--- config.mk ---
export PLATFORM = sky130hd
export DESIGN_NAME = packed_addsub
export DESIGN_NICKNAME = d
export VERILOG_FILES = /design/src/rtl/pas_pkg.sv /design/src/rtl/pas_control.sv /design/src/rtl/pas_datapath.sv /design/src/rtl/packed_addsub.sv
export SDC_FILE = /design/constraint.sdc
export NUM_CORES = 1
export LEC_CHECK = 0
export CELL_PAD_IN_SITES_DETAIL_PLACEMENT = 1
export CELL_PAD_IN_SITES_GLOBAL_PLACEMENT = 1
export CORE_ASPECT_RATIO = 0.8
export CORE_MARGIN = 1.5
export CORE_UTILIZATION = 30
export CTS_CLUSTER_DIAMETER = 50
export DETAILED_ROUTE_END_ITERATION = 7
export GPL_ROUTABILITY_DRIVEN = 0
export HOLD_SLACK_MARGIN = 0.1
export PLACE_DENSITY_LB_ADDON = 0.08
export SLEW_MARGIN = 10
export SYNTH_ARGS = -nofsm -noshare
export SYNTH_HDL_FRONTEND = slang
export SYNTH_SLANG_ARGS = --single-unit
--- constraint.sdc ---
create_clock -name clk -period 1.1 [get_ports clk]
set_clock_uncertainty 0.2 [all_clocks]
set_input_delay 0.22 -clock clk [delete_from_list [all_inputs] [get_ports clk]]
set_output_delay 0.22 -clock clk [all_outputs]
set_load 0.05 [all_outputs]
--- src/rtl/pas_pkg.sv ---
package pas_pkg;
  localparam int unsigned DATA_W = 64;
  localparam int unsigned NBYTES = DATA_W / 8;

  typedef enum logic [1:0] {
    SZ_BYTE  = 2'd0,
    SZ_WORD  = 2'd1,
    SZ_DWORD = 2'd2,
    SZ_DWALT = 2'd3
  } laneSize_e;

  typedef enum logic [1:0] {
    MD_WRAP   = 2'd0,
    MD_SSAT   = 2'd1,
    MD_USAT   = 2'd2,
    MD_WRAP2  = 2'd3
  } satMode_e;

  // strobes from control to datapath
  typedef struct packed {
    logic              load;
    logic              isSub;
    logic              satSigned;
    logic              satUnsigned;
    logic              wordLanes;
    logic [NBYTES-2:0] laneBreak;   // bit i: lane boundary between byte i and i+1
  } pasCtrl_t;
endpackage

--- src/rtl/pas_control.sv ---
module pas_control
  import pas_pkg::*;
(
  input  logic       clk,
  input  logic       rst_n,
  input  logic       inValid,
  input  logic       opSub,
  input  logic [1:0] laneSize,
  input  logic [1:0] satMode,
  output pasCtrl_t   ctrl,
  output logic       outValid
);
  laneSize_e sizeSel;
  satMode_e  modeSel;
  logic      satAllowed;

  assign sizeSel    = laneSize_e'(laneSize);
  assign modeSel    = satMode_e'(satMode);
  assign satAllowed = (sizeSel == SZ_BYTE) || (sizeSel == SZ_WORD);

  always_comb begin
    ctrl             = '0;
    ctrl.load        = inValid;
    ctrl.isSub       = opSub;
    ctrl.wordLanes   = (sizeSel == SZ_WORD);
    ctrl.satSigned   = satAllowed && (modeSel == MD_SSAT);
    ctrl.satUnsigned = satAllowed && (modeSel == MD_USAT);
    for (int i = 0; i < NBYTES - 1; i++) begin
      unique case (sizeSel)
        SZ_BYTE:  ctrl.laneBreak[i] = 1'b1;
        SZ_WORD:  ctrl.laneBreak[i] = (i % 2) == 1;
        default:  ctrl.laneBreak[i] = (i % 4) == 3;
      endcase
    end
  end

  always_ff @(posedge clk or negedge rst_n) begin
    if (!rst_n) outValid <= 1'b0;
    else        outValid <= inValid;
  end
endmodule

--- src/rtl/pas_datapath.sv ---
module pas_datapath
  import pas_pkg::*;
(
  input  logic              clk,
  input  logic              rst_n,
  input  pasCtrl_t          ctrl,
  input  logic [DATA_W-1:0] opA,
  input  logic [DATA_W-1:0] opB,
  output logic [DATA_W-1:0] result
);
  logic [NBYTES-1:0]  carryOut;
  logic [NBYTES-1:0]  ovfSigned;
  logic [NBYTES-1:0]  ovfUnsigned;
  logic [DATA_W-1:0]  sumRaw;
  logic [DATA_W-1:0]  laneOut;

  // byte slices of the adder with a breakable carry chain
  for (genvar i = 0; i < NBYTES; i++) begin : g_slice
    logic [7:0] aByte, bEff;
    logic       cin;
    logic [8:0] sum9;
    assign aByte = opA[8*i +: 8];
    assign bEff  = ctrl.isSub ? ~opB[8*i +: 8] : opB[8*i +: 8];
    if (i == 0) begin : g_first
      assign cin = ctrl.isSub;
    end else begin : g_rest
      assign cin = ctrl.laneBreak[i-1] ? ctrl.isSub : carryOut[i-1];
    end
    assign sum9             = {1'b0, aByte} + {1'b0, bEff} + {8'd0, cin};
    assign carryOut[i]      = sum9[8];
    assign sumRaw[8*i +: 8] = sum9[7:0];
    assign ovfSigned[i]     = (aByte[7] == bEff[7]) && (sum9[7] != aByte[7]);
    assign ovfUnsigned[i]   = ctrl.isSub ? ~sum9[8] : sum9[8];
  end

  // per-byte clamp selection using the lane's top byte
  for (genvar i = 0; i < NBYTES; i++) begin : g_clamp
    localparam int unsigned TOPW = i | 1;
    logic isTop, hit, negDir;
    logic [7:0] fill;
    always_comb begin
      isTop  = ctrl.wordLanes ? (i == TOPW) : 1'b1;
      if (ctrl.wordLanes) begin
        hit    = ctrl.satSigned ? ovfSigned[TOPW] : ovfUnsigned[TOPW];
        negDir = opA[8*TOPW + 7];
      end else begin
        hit    = ctrl.satSigned ? ovfSigned[i] : ovfUnsigned[i];
        negDir = opA[8*i + 7];
      end
      if (ctrl.satSigned)
        fill = isTop ? (negDir ? 8'h80 : 8'h7F) : (negDir ? 8'h00 : 8'hFF);
      else
        fill = ctrl.isSub ? 8'h00 : 8'hFF;
      laneOut[8*i +: 8] = ((ctrl.satSigned || ctrl.satUnsigned) && hit)
                          ? fill : sumRaw[8*i +: 8];
    end
  end

  always_ff @(posedge clk or negedge rst_n) begin
    if (!rst_n)         result <= '0;
    else if (ctrl.load) result <= laneOut;
  end
endmodule

--- src/rtl/packed_addsub.sv ---
module packed_addsub
  import pas_pkg::*;
(
  input  logic              clk,
  input  logic              rst_n,
  input  logic              inValid,
  input  logic              opSub,
  input  logic [1:0]        laneSize,
  input  logic [1:0]        satMode,
  input  logic [DATA_W-1:0] opA,
  input  logic [DATA_W-1:0] opB,
  output logic              outValid,
  output logic [DATA_W-1:0] result
);
  pasCtrl_t ctrl;

  pas_control u_ctrl (
    .clk(clk), .rst_n(rst_n), .inValid(inValid), .opSub(opSub),
    .laneSize(laneSize), .satMode(satMode), .ctrl(ctrl), .outValid(outValid)
  );

  pas_datapath u_dp (
    .clk(clk), .rst_n(rst_n), .ctrl(ctrl), .opA(opA), .opB(opB), .result(result)
  );
endmodule

* After elaboration in Yosys (flattened, before gate mapping)
Cells that the tools add are included.
Word-level totals: output and inout port bits 65, flip-flop bits (word level) 65, input bits 136
Operators by class: reduce and logical (&&, ||, !) cells 22, equal/unequal tests 19, $add $sub $neg 16, mux-type cells 73, bitwise operators 16
Operator list (count):
- 8-bit 2-to-1 mux | 41
- 8-bit by 8-bit adder with 9-bit output | 8
- 9-bit by 1-bit adder with 9-bit output | 8
- 8-bit NOT | 8
- 1-bit 2-to-1 mux | 32
- 1-bit logical AND | 18
- 1-bit == test | 8
- 1-bit inequality test | 8
- 1-bit NOT | 8
- 2-bit by 1-bit == test with 1-bit output, second input constant | 2
- 2-bit == test, second input constant | 1
- 2-bit zero test | 1
- 1-bit logical OR | 2
- 2-bit OR reduction | 1

* Longest topological paths before layout
depth after elaboration 16, mapped depth 35, mapped depth without buffers 32

* Cells and area by module
Synthesis repeated with hierarchy kept, for this count alone.
Unflattened totals: cell total of the unflattened synthesis 783, area, all modules 6840.3 um^2
By module, submodules not included:
- pas_datapath | times used 1, area each 6722.7 um^2, cells an instance 768
- pas_control | times used 1, area each 117.6 um^2, cells an instance 15

* Least setup slack after synthesis
No wires, ideal clock.
kind input to register, start point input opSub, end point register u_dp.result[31], path slack -6326 ps, cell stages on the path 35, arrival time 7101 ps, required time 775 ps, setup time 125 ps, cell sequence buf_4 -> clkbuf_1 -> buf_1 -> xor2_1 -> ha_1 -> nor2b_1 -> o21ai_1 -> o22ai_1 -> o41ai_2 -> o21a_1 -> fa_1 -> fa_1 -> nand2b_1 -> a21oi_1 -> o221ai_1 -> nand2_1 -> o21ai_0 -> fa_1 -> fa_1 -> nor2b_1 -> o21ai_0 -> a21oi_1 -> o41ai_1 -> o21ai_0 -> fa_1 -> fa_1 -> a211oi_1 -> nor2_1 -> o21ai_0 -> xnor2_1 -> a22oi_2 -> buf_1 -> a211oi_1 -> a21oi_1 -> mux2_2
On the way: longest elaborated chain between the ends 14, elaborated cells between the ends (all ways) 25
Ends and longest elaborated chain:
- start: declaration | line packed_addsub.sv:7 | input logic opSub,
- 8-bit 2-to-1 mux | line pas_datapath.sv:23 | assign bEff = ctrl.isSub ? ~opB[8*i +: 8] : opB[8*i +: 8];
- 8-bit by 8-bit adder with 9-bit output | line pas_datapath.sv:29 | assign sum9 = {1'b0, aByte} + {1'b0, bEff} + {8'd0, cin};
- 9-bit by 1-bit adder with 9-bit output | line pas_datapath.sv:29
- 1-bit 2-to-1 mux | line pas_datapath.sv:27 | assign cin = ctrl.laneBreak[i-1] ? ctrl.isSub : carryOut[i-1];
- 9-bit by 1-bit adder with 9-bit output | line pas_datapath.sv:29
- 1-bit 2-to-1 mux | line pas_datapath.sv:27
- 9-bit by 1-bit adder with 9-bit output | line pas_datapath.sv:29
- 1-bit 2-to-1 mux | line pas_datapath.sv:27
- 9-bit by 1-bit adder with 9-bit output | line pas_datapath.sv:29
- 1-bit inequality test or 1-bit NOT (tied branches) | line pas_datapath.sv:32, pas_datapath.sv:33
- 1-bit logical AND or 1-bit 2-to-1 mux (tied branches) | line pas_datapath.sv:32, pas_datapath.sv:33
- 1-bit 2-to-1 mux | line pas_datapath.sv:44, pas_datapath.sv:47
- 1-bit logical AND | line pas_datapath.sv:54 | laneOut[8*i +: 8] = ((ctrl.satSigned || ctrl.satUnsigned) && hit)
- 8-bit 2-to-1 mux * | line pas_datapath.sv:55 | ? fill : sumRaw[8*i +: 8];
- end signal: assignment | line pas_datapath.sv:61 | else if (ctrl.load) result <= laneOut;
- end: declaration | line pas_datapath.sv:9 | output logic [DATA_W-1:0] result
Mark *: on every way between the ends. The rest lies on a longest branch, timed or not. A chain may end at the register's enable or synchronous reset.

* Final worst setup path
start point input opSub, end point register u_dp.result[52]
On the way: longest elaborated chain between the ends 15, elaborated cells between the ends (all ways) 32
Ends and longest elaborated chain:
- 8-bit 2-to-1 mux | line pas_datapath.sv:23
- 8-bit by 8-bit adder with 9-bit output | line pas_datapath.sv:29
- 9-bit by 1-bit adder with 9-bit output | line pas_datapath.sv:29
- 1-bit 2-to-1 mux | line pas_datapath.sv:27
- 9-bit by 1-bit adder with 9-bit output | line pas_datapath.sv:29
- 1-bit 2-to-1 mux | line pas_datapath.sv:27
- 9-bit by 1-bit adder with 9-bit output | line pas_datapath.sv:29
- 1-bit 2-to-1 mux | line pas_datapath.sv:27
- 9-bit by 1-bit adder with 9-bit output | line pas_datapath.sv:29
- 1-bit inequality test or 1-bit NOT (tied branches) | line pas_datapath.sv:32, pas_datapath.sv:33
- 1-bit logical AND or 1-bit 2-to-1 mux (tied branches) | line pas_datapath.sv:32, pas_datapath.sv:33
- 1-bit 2-to-1 mux | line pas_datapath.sv:44 | hit = ctrl.satSigned ? ovfSigned[TOPW] : ovfUnsigned[TOPW];
- 1-bit 2-to-1 mux | line pas_datapath.sv:43 | if (ctrl.wordLanes) begin
- 1-bit logical AND | line pas_datapath.sv:54
- 8-bit 2-to-1 mux * | line pas_datapath.sv:55
Marked as above.

==> reports/metrics.cfg <==
[timing]
grt_setup_unrepaired = yes
setup_slack_ps = -5340
finalCritPeriodShare = 5.86
finalSetupViolations = 129
tightest_slew_ps = 557
setup_tns_ps = -275480
hold_violations = 0
fin_crit_ps = 6440
max_freq_ghz = 0.155
relSlewSlack = 0.629
final-max-slew-violation-count = 0

[yosys]
syn_avg_cell_area_sq_um = 8.87
async_flop_share = 1.00
synth.distinct_cells = 79
syn_area_sq_mm = 0.00666
syn_inst = 751
ys_seq_elements = 65
yosysTopAreaCell = dfrtp_1
yosys_warnings = 0
syn_nets = 957
synth-edff-count = 0
synth_top_area_frac = 0.244
synth.top_cells.by_area = dfrtp_1, ha_1, xor2_1, a21oi_1, fa_1
synth_ff_type = dfrtp_1
yosysSeqAreaShare = 0.244

[die]
die_area_sq_mm = 0.0231
die_width_um = 170
ios = 201
num_rows = 48
start_util = 0.307
die_h_um = 136
core_sq_mm = 0.0217

[grt]
antenna_found_initial = 1
grt_overflow = 0
grt_use_total = 0.254
grt_max_degree = 51
grt_pass1_vias = 8440
grt_pass1_wl_mm = 45.8

[drt]
drt_iter0_markers = 296
dr_total_vias = 7605
wl_per_cell_um = 18.8
wl_mm = 29.0
first_pass_iters = 6
vias_per_cell = 4.94
drc = 0
drtAntennaViolNets = 0

[pwr]
leakagePower_nw = 5.86
p_per_area_mw_per_mm2 = 1520
max-vdd-ir-drop_mv = 1.08

[placed_design]
dp_hpwl_mm = 20.3
io_buffers = 200
placed_cells = 1425

[setup_path]
start_kind = input port
crit_fanout = 6
cp_slowest_stage_delay_ps = 420
critPathSlowestCell = fa_2
crit_top_cell = fa_2
crit_type = in -> reg
critPathCaptureType = flop
worst_ep_required_time_ps = 1110
worst_ep_arrival_time_ps = 6450

[cells_and_area]
drive_above_1_share = 0.437
syn2layout_area_growth_pct = 92.1
fin_nets = 1437
instances_no_fill = 1538

[clock_network]
cts_buffers = 9
htree_levels = 3
clk_path_buf_depth = 2
insertion_delay_ps = 330
clock_sinks = 65
clockRootBuffer = clkbuf_16
cts.clk_slew.worst_paths_ps = 60
tritoncts = built

[run_status]
status = finished, violations left
violations = negative setup slack

[run]
maxCapViolCount = 0

[worst_hold_path]
hold_class = in -> reg

## area by class of cell
cell class | count | area [sq um]
antenna | 2 | 5.00
tap | 300 | 375
clock inverter | 3 | 17.5
fill | 2392 | 8890
multi-input combinational | 625 | 5400
timing repair buffer | 501 | 5010
sequential | 65 | 1630
clock buffer | 13 | 240
inverter | 29 | 109
## cells in the mapped netlist, types with 4 or more instances
master / count
xor2_1: 77
dfrtp_1: 65
nor2_1: 65
a21oi_1: 56
ha_1: 56
nand2_1: 53
o21ai_0: 30
inv_1: 29
xnor2_1: 29
o21a_1: 20
nand2b_1: 19
clkbuf_1: 16
fa_1: 14
nand3_1: 14
a21o_1: 12
nor2b_1: 12
a211o_1: 11
a211oi_1: 10
and3_1: 10
mux2i_1: 9
nor3_1: 9
a31oi_1: 7
buf_1: 7
nand3_2: 7
o211ai_1: 7
o221ai_1: 7
o21ai_1: 5
o22ai_1: 5
a21boi_0: 4
a221o_1: 4
buf_2: 4
buf_6: 4
o311ai_0: 4
o311ai_1: 4
## repair_timing
action                                  4_1_cts  5_1_grt
cloned                                        1        0
hold buffers                                  1        0
buffers inserted                             76       44
hold endpoints to repair                     65        0
gates resized for setup                     126       65
endpoints found under the setup margin      129      129
pin swaps                                    85       56
## worst max-delay path: cells and delay by family
kind                     cells  cell delay [ps]
AO/OA/AOI/OAI               16             2540
XOR/XNOR                     1              160
adder cells (fa/ha/maj)      7             2380
buffers and inverters        4              450
multiplexers                 1              140
AND/OR/NAND/NOR              4              510
## sequential cells by signal, summed over array words and instances (netlist names)
register         flops
u_ctrl.outValid      1
u_dp.result         64
## metrics by stage
| stage | setup WS, ps | hold slack, ps | cell area, sq um | util | total power, mW |
|---|---|---|---|---|---|
| after floorplan | -5520 | -276 | 6840 | - | 9.15 |
| after global placement | -6110 | 16.8 | 11200 | 0.517 | 14.8 |
| after detailed placement | -6360 | 22.4 | 11200 | 0.517 | 14.9 |
| after CTS | -5290 | 128 | 12400 | 0.571 | 18.7 |
| after global routing | -5610 | 164 | 12800 | 0.590 | 20.5 |
| final | -5340 | 149 | 12800 | 0.590 | 19.5 |
## power breakdown
group	switching, mW	total, mW	internal (mW)
registers	0.808	3.86	3.05
logic	6.18	13.0	6.77
clock network	1.15	2.67	1.52
total	8.14	19.5	11.3
## layer usage
layer / global-route usage / vias up / wire length (um)
met5: 0 / - / 0
met1: 0.321 / 3735 / 12900
li1: - / 3653 / -
met3: 0.0361 / 37 / 1010
met4: 0.0624 / 0 / 495
met2: 0.457 / 180 / 14600
## cells in the final DEF (no fill, tap or decap), types with 6 or more instances in the layout
cell,synthesis,layout
buf_4,1,280
clkdlybuf4s50_1,0,111
xor2_1,77,74
buf_12,0,71
nor2_1,65,61
dfrtp_1,65,59
nand2_1,53,52
ha_1,56,49
a21oi_1,56,32
xnor2_1,29,29
inv_1,29,23
a21oi_2,0,21
o21ai_0,30,21
o21a_1,20,20
nand2b_1,19,17
buf_6,4,16
fa_2,0,14
a21o_1,12,12
nand3_1,14,12
a211o_1,11,11
dlygate4sd2_1,0,11
o21ai_2,1,9
nor3_1,9,9
and3_1,10,9
clkbuf_16,0,9
nand3_2,7,8
o211ai_1,7,7
nor2b_1,12,7
a31oi_1,7,7
o311ai_2,0,7
inv_2,0,6
mux2i_1,9,6
ha_2,0,6
dfrtp_2,0,6
## cell families (layout without fill, tap and decap cells)
family,count (synthesis),in the layout,synth area share
AO/OA/AOI/OAI,219,219,0.239
multiplexers,15,15,0.0252
AND/OR/NAND/NOR,215,215,0.165
adder cells (fa/ha/maj),70,70,0.147
XOR/XNOR,106,106,0.139
other,0,2,0
flip-flops,65,65,0.244
buffers and inverters,61,546,0.0402
## path summary, 6_finish.rpt
kind,startpoint,endpoint,slack (ps),cells past startpoint
setup reg to reg,u_dp.result[38],u_dp.result[38],-250,3
hold / removal,opB[0],u_dp.result[0],150,5
min in group asynchronous,rst_n,u_dp.result[61],200,3
hold reg to reg,u_dp.result[60],u_dp.result[60],360,1
max in group asynchronous,rst_n,u_dp.result[38],200,3
setup / recovery,opSub,u_dp.result[52],-5340,33
No activity file was read; power rests on OpenSTA's default activity.
